--- src/rtl/simd_alu_pkg.sv ---
package simd_alu_pkg;

  typedef enum logic [3:0] {
    OP_ADD   = 4'd0,
    OP_ADDS  = 4'd1,
    OP_ADDUS = 4'd2,
    OP_SUB   = 4'd3,
    OP_SUBS  = 4'd4,
    OP_SUBUS = 4'd5,
    OP_CEQ   = 4'd6,
    OP_CGT   = 4'd7,
    OP_AND   = 4'd8,
    OP_ANDN  = 4'd9,
    OP_OR    = 4'd10,
    OP_XOR   = 4'd11
  } simd_op_e;

  typedef enum logic [1:0] {
    SZ_8  = 2'd0,
    SZ_16 = 2'd1,
    SZ_32 = 2'd2,
    SZ_64 = 2'd3
  } lane_sz_e;

  function automatic logic op_is_logic(input simd_op_e op);
    return (op == OP_AND) || (op == OP_ANDN) || (op == OP_OR) || (op == OP_XOR);
  endfunction

  function automatic logic op_is_sat(input simd_op_e op);
    return (op == OP_ADDS) || (op == OP_ADDUS) || (op == OP_SUBS) || (op == OP_SUBUS);
  endfunction

endpackage

--- src/rtl/simd_lane.sv ---
module simd_lane
  import simd_alu_pkg::*;
#(
  parameter int W = 8
) (
  input  logic [W-1:0] a,
  input  logic [W-1:0] b,
  input  simd_op_e     op,
  output logic [W-1:0] y
);

  localparam logic [W-1:0] SMAX = {1'b0, {(W-1){1'b1}}};
  localparam logic [W-1:0] SMIN = {1'b1, {(W-1){1'b0}}};

  logic [W:0] sum_w;
  logic [W:0] dif_w;
  logic       sovf_add;
  logic       sovf_sub;
  logic [W-1:0] sclamp;

  always_comb begin
    sum_w    = {1'b0, a} + {1'b0, b};
    dif_w    = {1'b0, a} - {1'b0, b};
    sovf_add = (a[W-1] == b[W-1]) && (sum_w[W-1] != a[W-1]);
    sovf_sub = (a[W-1] != b[W-1]) && (dif_w[W-1] != a[W-1]);
    sclamp   = a[W-1] ? SMIN : SMAX;
  end

  always_comb begin
    case (op)
      OP_ADD:   y = sum_w[W-1:0];
      OP_SUB:   y = dif_w[W-1:0];
      OP_ADDS:  y = sovf_add ? sclamp : sum_w[W-1:0];
      OP_SUBS:  y = sovf_sub ? sclamp : dif_w[W-1:0];
      OP_ADDUS: y = sum_w[W] ? {W{1'b1}} : sum_w[W-1:0];
      OP_SUBUS: y = dif_w[W] ? {W{1'b0}} : dif_w[W-1:0];
      OP_CEQ:   y = {W{a == b}};
      OP_CGT:   y = {W{$signed(a) > $signed(b)}};
      default:  y = '0;
    endcase
  end

  always_comb begin

    if (op == OP_ADDUS) usat_add_chk: assert (y >= a);

    if (op == OP_SUBUS) usat_sub_chk: assert (y <= a);

    if (op == OP_ADDS && a[W-1] == b[W-1]) ssat_add_chk: assert (y[W-1] == a[W-1]);
  end

endmodule

--- src/rtl/simd_lane_array.sv ---
module simd_lane_array
  import simd_alu_pkg::*;
#(
  parameter int DATA_W = 64,
  parameter int LANE_W = 8
) (
  input  logic [DATA_W-1:0] a,
  input  logic [DATA_W-1:0] b,
  input  simd_op_e          op,
  output logic [DATA_W-1:0] y
);

  localparam int NLANE = DATA_W / LANE_W;

  for (genvar i = 0; i < NLANE; i++) begin : g_lane
    simd_lane #(.W(LANE_W)) u_lane (
      .a  (a[i*LANE_W +: LANE_W]),
      .b  (b[i*LANE_W +: LANE_W]),
      .op (op),
      .y  (y[i*LANE_W +: LANE_W])
    );
  end

endmodule

--- src/rtl/simd_logic_unit.sv ---
module simd_logic_unit
  import simd_alu_pkg::*;
#(
  parameter int DATA_W = 64
) (
  input  logic [DATA_W-1:0] a,
  input  logic [DATA_W-1:0] b,
  input  simd_op_e          op,
  output logic [DATA_W-1:0] y
);

  always_comb begin
    case (op)
      OP_AND:  y = a & b;
      OP_ANDN: y = ~a & b;
      OP_OR:   y = a | b;
      OP_XOR:  y = a ^ b;
      default: y = '0;
    endcase
  end

endmodule

--- src/rtl/packed_simd_alu.sv ---
module packed_simd_alu
  import simd_alu_pkg::*;
#(
  parameter int DATA_W     = 64,
  parameter int MIN_LANE_W = 8,
  parameter int SAT_MAX_W  = 16
) (
  input  logic              clk,
  input  logic              rst,
  input  logic              valid_i,
  input  logic [3:0]        op_i,
  input  logic [1:0]        size_i,
  input  logic [DATA_W-1:0] a_i,
  input  logic [DATA_W-1:0] b_i,
  output logic              valid_o,
  output logic [DATA_W-1:0] result_o
);

  localparam int NUM_SZ = 3;

  simd_op_e          op;
  logic [DATA_W-1:0] res_sz [NUM_SZ];
  logic [DATA_W-1:0] logic_y;
  logic [DATA_W-1:0] res_next;
  logic [NUM_SZ-1:0] sat_ok;

  assign op = simd_op_e'(op_i);

  for (genvar g = 0; g < NUM_SZ; g++) begin : g_size
    localparam int LW = MIN_LANE_W << g;
    assign sat_ok[g] = (LW <= SAT_MAX_W);
    simd_lane_array #(.DATA_W(DATA_W), .LANE_W(LW)) u_arr (
      .a  (a_i),
      .b  (b_i),
      .op (op),
      .y  (res_sz[g])
    );
  end

  simd_logic_unit #(.DATA_W(DATA_W)) u_logic (
    .a  (a_i),
    .b  (b_i),
    .op (op),
    .y  (logic_y)
  );

  always_comb begin
    if (op_is_logic(op)) begin
      res_next = logic_y;
    end else if (size_i == SZ_64) begin
      res_next = '0;
    end else if (op_is_sat(op) && !sat_ok[size_i]) begin
      res_next = '0;
    end else begin
      res_next = res_sz[size_i];
    end
  end

  always_ff @(posedge clk) begin
    if (rst) begin
      valid_o  <= 1'b0;
      result_o <= '0;
    end else begin
      valid_o <= valid_i;
      if (valid_i) result_o <= res_next;
    end
  end


  lat_chk: assert property (@(posedge clk) disable iff (rst) valid_i |=> valid_o);

  idle_chk: assert property (@(posedge clk) disable iff (rst) !valid_i |=> !valid_o);

  hold_chk: assert property (@(posedge clk) disable iff (rst) !valid_i |=> $stable(result_o));

  rst_chk: assert property (@(posedge clk) rst |=> (!valid_o && result_o == '0));

  wide_chk: assert property (@(posedge clk) disable iff (rst)
    (valid_i && size_i == SZ_64 && op_i < 4'd8) |=> (result_o == '0));

endmodule

--- config.mk ---
export PLATFORM = sky130hd
export DESIGN_NAME = packed_simd_alu
export DESIGN_NICKNAME = d
export VERILOG_FILES = /design/src/rtl/simd_alu_pkg.sv /design/src/rtl/simd_lane.sv /design/src/rtl/simd_lane_array.sv /design/src/rtl/simd_logic_unit.sv /design/src/rtl/packed_simd_alu.sv
export SDC_FILE = /design/constraint.sdc
export NUM_CORES = 1
export LEC_CHECK = 0
export ABC_AREA = 1
export BUFFER_PORTS_ARGS = -buffer_cell sky130_fd_sc_hd__buf_4
export CAP_MARGIN = 20
export CELL_PAD_IN_SITES_DETAIL_PLACEMENT = 0
export CELL_PAD_IN_SITES_GLOBAL_PLACEMENT = 1
export CORE_ASPECT_RATIO = 1.4
export CORE_MARGIN = 1
export CORE_UTILIZATION = 25
export CTS_CLUSTER_SIZE = 16
export DETAILED_ROUTE_END_ITERATION = 8
export PLACE_DENSITY = 0.49
export SYNTH_ARGS = -nofsm -noshare
export SYNTH_HDL_FRONTEND = slang
export SYNTH_SLANG_ARGS = --single-unit
--- constraint.sdc ---
create_clock -name clk -period 4.2 [get_ports clk]
set_input_delay 0.63 -clock clk [delete_from_list [all_inputs] [get_ports clk]]
set_output_delay 0.63 -clock clk [all_outputs]
set_load 0.03 [all_outputs]
==> flow_summary.ini, run 1 <==
[run_status]
status = completed

[layout]
drive_above_1_share_pct = 21.8
fin_nets = 5765
finalInstanceArea_sq_um = 33600
final_util_pct = 33.1
nFillCells = 11800
areaGrowthSynthToFinish_pct = 31.1

[hold_path]
hp-class = in -> reg

[sta]
worstMarginPinSlew_ns = 1.03
maxSlewHeadroom_pct = 31.1
period_share_pct = 96.2
finalHoldViolCount = 0
period_minus_slack_ns = 4.04
maxClockFrequency_mhz = 247
drv_slew = 0
hold_slack_ns = 0.345
skew_ns = 0
fin_ws_ns = 0.158
setup_viol = 0

[die]
initial_core_util_pct = 25.3
dieWidth_um = 272
rows = 138
die-area_sq_um = 104000
die_h_um = 381
top_level_ports = 202
design.core.area_sq_um = 101000

[global_route]
grt_overflow = 0
grt_first_pass_wirelength_um = 240000
grtUsageTotal_pct = 31.8
first_global_vias = 35200
antenna_found_initial = 5
grt_max_degree = 67

[routing]
wl_per_cell_um = 25.1
vias = 34700
drt-initial-drc-count = 2409
ant_nets = 0
viasPerCell = 5.16
drcViolationCount = 0
first_pass_iters = 5
drt_wl_total_um = 169000

[yosys]
synth-edff-count = 0
syn_area_per_cell_sq_um = 5.50
synth-async-reset-ratio_pct = 0
ys_ff_latch = 65
syn_inst = 4658
ys_seq_area_share_pct = 5.08
yosys_warnings = 0
dominantRegCellSynth = dfxtp_1
syn_area_sq_um = 25600
synthDistinctLibCells = 66
synthesis.nets = 5032

[worst_setup_path]
path_class = in -> reg
cp.arrival_ns = 4.43
required_ns = 4.58
cp_slowest_stage_delay_ns = 0.48
critPathLaunchType = input port
crit_family = compound AO/OA/AOI/OAI gates
critPathMaxFanout = 9
worstSetupEndpointType = flip-flop
cp_slowest_cell = fa_1
crit_buf_inv = 9

[clock_tree]
hold_buffers = 0
clock-sinks = 65
cts.htree.levels = 3
cts_buffer_depth = 2
insertion_delay_ns = 0.45
cts.reportedPaths.clkPinSlew_ns = 0.08
cts_tree = built
root_buffer = clkbuf_16
cts_buffers = 9

[pwr]
power.total_mw = 6.70
power_density_nw_per_um2 = 200
ir_drop_mv = 0.183
power.leakage_nw = 17.6

[placed_design]
post-place-ws_ns = -0.474
globalplace.congestion = 0.989
dp_hpwl_um = 139000
dpl_cell_area_sq_um = 33200
port_buffers = 201

[flow_run]
drv_cap = 0
[worst reg2reg max path, stage by stage, from the launching register on]
cell and delay, ns:
dfxtp_1 0.50, o21ai_0 0.11, a21oi_1 0.16
[sequential cells by signal, summed over array words and instances, names as in the netlist]
register,cells
valid_o,1
result_o,64
[cells by family after synthesis]
group	count (synthesis)	share of synthesized area, %
flip-flops	65	5.08
adder cells (fa/ha/maj)	237	12.5
buffers and inverters	852	13.5
XOR/XNOR	178	6.15
AND/OR/NAND/NOR	2278	39.5
AO/OA/AOI/OAI	1048	23.4
[where the power goes]
| part | switching [mW] | internal (mW) | total (mW) |
|---|---|---|---|
| Clock | 0.520 | 0.432 | 0.952 |
| Combinational | 3.34 | 1.71 | 5.05 |
| Sequential | 0.0344 | 0.662 | 0.696 |
[metrics by stage]
step | setup TNS [ns] | instances
2_1_floorplan | 0 | 4658
3_3_place_gp | -11.57 | 6706
3_5_place_dp | -14.53 | 6706
4_1_cts | 0 | 6722
5_1_grt | -0.00806 | 6726
6_report | 0 | 6728
[final timing paths]
check / startpoint / endpoint / slack, ns / depth (start not counted)
setup / recovery: a_i[40] / result_o[56] / 0.16 / 25
setup reg to reg: result_o[9] / result_o[9] / 3.36 / 2
hold / removal: rst / valid_o / 0.35 / 2
hold reg to reg: result_o[31] / result_o[31] / 0.53 / 2
[cell usage after synthesis, types with 23 or more instances]
cell | n | area (sq um)
o21ai_1 | 50 | 250
buf_4 | 32 | 240
o21bai_1 | 23 | 173
nand2_2 | 50 | 313
a21oi_1 | 324 | 1620
a31oi_1 | 26 | 163
nand2_1 | 1212 | 4550
buf_2 | 50 | 250
nand4_1 | 72 | 450
nor2_2 | 25 | 156
ha_1 | 207 | 2590
inv_2 | 74 | 278
nand3_1 | 353 | 1770
a311oi_1 | 62 | 543
dfxtp_1 | 65 | 1300
nor2_1 | 407 | 1530
fa_1 | 30 | 601
a21oi_2 | 26 | 228
o22ai_1 | 87 | 544
o211ai_1 | 25 | 188
xor2_1 | 171 | 1500
o21ai_0 | 379 | 1900
clkbuf_1 | 59 | 221
inv_1 | 607 | 2280
nor2_4 | 24 | 270
nor3_1 | 57 | 285
[cell usage in the layout (no fill, tap or decap), types with 5 or more instances in the layout]
cell / count
xor2_1: 171
dfxtp_1: 65
nor2_2: 31
clkinv_2: 5
and2_1: 6
nand4_1: 72
o21ai_1: 54
a31oi_1: 24
nor2_1: 400
o21ai_2: 7
o21bai_1: 23
or2_2: 5
a21boi_0: 7
o211ai_1: 25
xnor2_1: 5
nand2_2: 50
fa_1: 30
clkinv_1: 8
inv_2: 74
nor3_1: 55
nand3_1: 350
inv_1: 605
nand3b_1: 9
o21ai_0: 375
ha_1: 207
a21oi_2: 32
a311oi_1: 62
nand2_4: 14
nor2_4: 25
o22ai_1: 87
a21oi_1: 318
o21a_1: 6
clkbuf_16: 9
buf_12: 9
o2111ai_1: 7
nand3_2: 12
nor3_2: 5
buf_4: 873
nand2_1: 1210
nor4_1: 9
[what timing repair did]
item                                    CTS  global route
gates resized for setup                   2            23
pin swaps                                 0             2
gates cloned                              0             1
buffers inserted                          0             3
endpoints found under the setup margin    2            42
[routing by layer]
metal	part of all wire [%]	global-route usage (%)
met1	39	35.2
met2	50	57.1
met3	4.0	3.07
met4	7.4	21.3
met5	0.020	0
[area by class of cell]
cell class | instances | area [sq um] | area share [%]
Antenna cell | 2 | 5.00 | 0.0149
Clock buffer | 13 | 260 | 0.776
Clock inverter | 3 | 15.0 | 0.0447
Inverter | 691 | 2600 | 7.76
Multi-Input combinational cell | 3741 | 21000 | 62.5
Sequential cell | 65 | 1300 | 3.88
Tap cell | 1330 | 1660 | 4.96
Timing Repair Buffer | 882 | 6730 | 20.1
Timing Repair inverter | 1 | 7.51 | 0.0224
(Power assumes the default switching activity.)
==> run 2: changes to the inputs <==
--- a/config.mk
+++ b/config.mk
@@ -16,6 +16,7 @@
 export CTS_CLUSTER_SIZE = 16
 export DETAILED_ROUTE_END_ITERATION = 8
 export PLACE_DENSITY = 0.49
+export RECOVER_POWER = 25
 export SYNTH_ARGS = -nofsm -noshare
 export SYNTH_HDL_FRONTEND = slang
 export SYNTH_SLANG_ARGS = --single-unit
==> run 2 against run 1 <==
Global-route usage unchanged. Via count grew 0.21%. Sequential share of layout area about the same. Highest routed layer unchanged.
==> flow_summary.ini, run 2 (synthesized netlist as in run 1, its figures left out) <==
[die]
design.core.area_sq_um = 101000
dieWidth_um = 272
rows = 138
initial_core_util_pct = 25.3
die-area_sq_um = 104000
top_level_ports = 202
die_h_um = 381

[routing]
drt_wl_total_um = 169000
drcViolationCount = 0
ant_nets = 0
first_pass_iters = 6
drt-initial-drc-count = 2377
vias = 34800
viasPerCell = 5.17
wl_per_cell_um = 25.1

[global_route]
grt_overflow = 0
antenna_found_initial = 5
first_global_vias = 35200
grt_max_degree = 67
grtUsageTotal_pct = 31.8
grt_first_pass_wirelength_um = 240000

[pwr]
power.leakage_nw = 17.5
power.total_mw = 6.67
power_density_nw_per_um2 = 200
ir_drop_mv = 0.182

[layout]
drive_above_1_share_pct = 21.3
largest_reg_flops = 64
areaGrowthSynthToFinish_pct = 30.6
mostFrequentLayoutCell = nand2_1
final_util_pct = 33.0
final_cell_mix = 1,210 x nand2_1, 843 x buf_4, 605 x inv_1
reg_top3 = result_o: 64 flops, valid_o: 1 flops
fin_nets = 5765
regMostFlops = result_o
final_cells = 6727

[hold_path]
hp-class = in -> reg

[clock_tree]
cts.htree.levels = 3
clock-sinks = 65
cts.reportedPaths.clkPinSlew_ns = 0.08
hold_buffers = 0
cts_tree = built
cts_buffers = 9
cts_buffer_depth = 2
root_buffer = clkbuf_16
insertion_delay_ns = 0.45

[worst_setup_path]
cp.arrival_ns = 4.43
worstSetupEndpointType = flip-flop
required_ns = 4.58
path_class = in -> reg
critPathMaxFanout = 9
critPathLaunchType = input port

[placed_design]
dpl.cell_count = 6706
dp_hpwl_um = 139000
post-place-ws_ns = -0.474
port_buffers = 201
globalplace.congestion = 0.989

[sta]
fin_ws_ns = 0.150
drv_slew = 0
period_share_pct = 96.4
maxSlewHeadroom_pct = 29.1
period_minus_slack_ns = 4.05
maxClockFrequency_mhz = 247
skew_ns = 0
finalHoldViolCount = 0
worstMarginPinSlew_ns = 1.06
setup_viol = 0

[run_status]
status = completed

[flow_run]
drv_cap = 0
==> run 2: changes by cell type in the layout (fill, tap and decap cells not counted) <==
cell      delta
buf_4       -30
clkbuf_1    +30
diode_2      -1
==> run 2: final cells by class <==
| type | instances | area, sq um |
|---|---|---|
| Fill cell | 11800 | 67900 |
| Multi-Input combinational cell | 3741 | 21000 |
| Timing Repair Buffer | 882 | 6620 |
| Inverter | 691 | 2600 |
| Tap cell | 1330 | 1660 |
| Sequential cell | 65 | 1300 |
| Clock buffer | 13 | 260 |
| Clock inverter | 3 | 15.0 |
| Timing Repair inverter | 1 | 7.51 |
| Antenna cell | 1 | 2.50 |
==> run 2: routing by layer <==
metal	GRT usage, %	part of all wire [%]
met1	35.2	39
met2	57.1	50
met3	3.07	4.2
met4	21.3	7.4
met5	0	0.021
==> run 2: final timing paths <==
kind                                    from      endpoint  slack, ns  cells past startpoint
worst max-delay path                 a_i[40]  result_o[56]       0.15                     25
worst max register to register   result_o[9]   result_o[9]       3.35                      2
worst min-delay path                     rst       valid_o       0.35                      2
worst min register to register  result_o[31]  result_o[31]       0.53                      2
==> run 2: worst max-delay path: stages <==
cell and delay, ns:
buf_4 0.08, inv_1 0.05, ha_1 0.30, inv_1 0.05, a21oi_1 0.18, inv_1 0.07, a21oi_1 0.12, buf_4 0.14
nor2_1 0.04, o21ai_0 0.22, buf_4 0.19, nand3_2 0.11, a31oi_4 0.20, fa_1 0.48, o21ai_0 0.18, a21oi_1 0.08
a21oi_1 0.22, inv_2 0.13, nand3_4 0.21, inv_1 0.07, o21ai_1 0.26, inv_1 0.07, nand2_1 0.07, nand2_1 0.12
a21oi_1 0.15
==> run 2: through the flow <==
step,TNS (ns),hold slack (ns),instance area [sq um]
3_5_place_dp,-14.53,0.514,33200
3_3_place_gp,-11.57,0.508,33200
2_1_floorplan,0,0.644,25600
5_1_grt,-0.00806,0.358,33400
6_report,0,0.347,33400
4_1_cts,0,0.333,33400
==> run 2: timing repair <==
item,CTS,global route
setup endpoints to repair,2,42
setup buffers,0,3
resized for setup,2,23
cloned,0,1
pin swaps,0,2
==> run 2: power by group <==
part / total [mW] / internal, mW / switching, mW
combinational: 5.03 / 1.69 / 3.34
clock: 0.949 / 0.432 / 0.517
sequential: 0.696 / 0.662 / 0.0342
total: 6.67 / 2.79 / 3.89
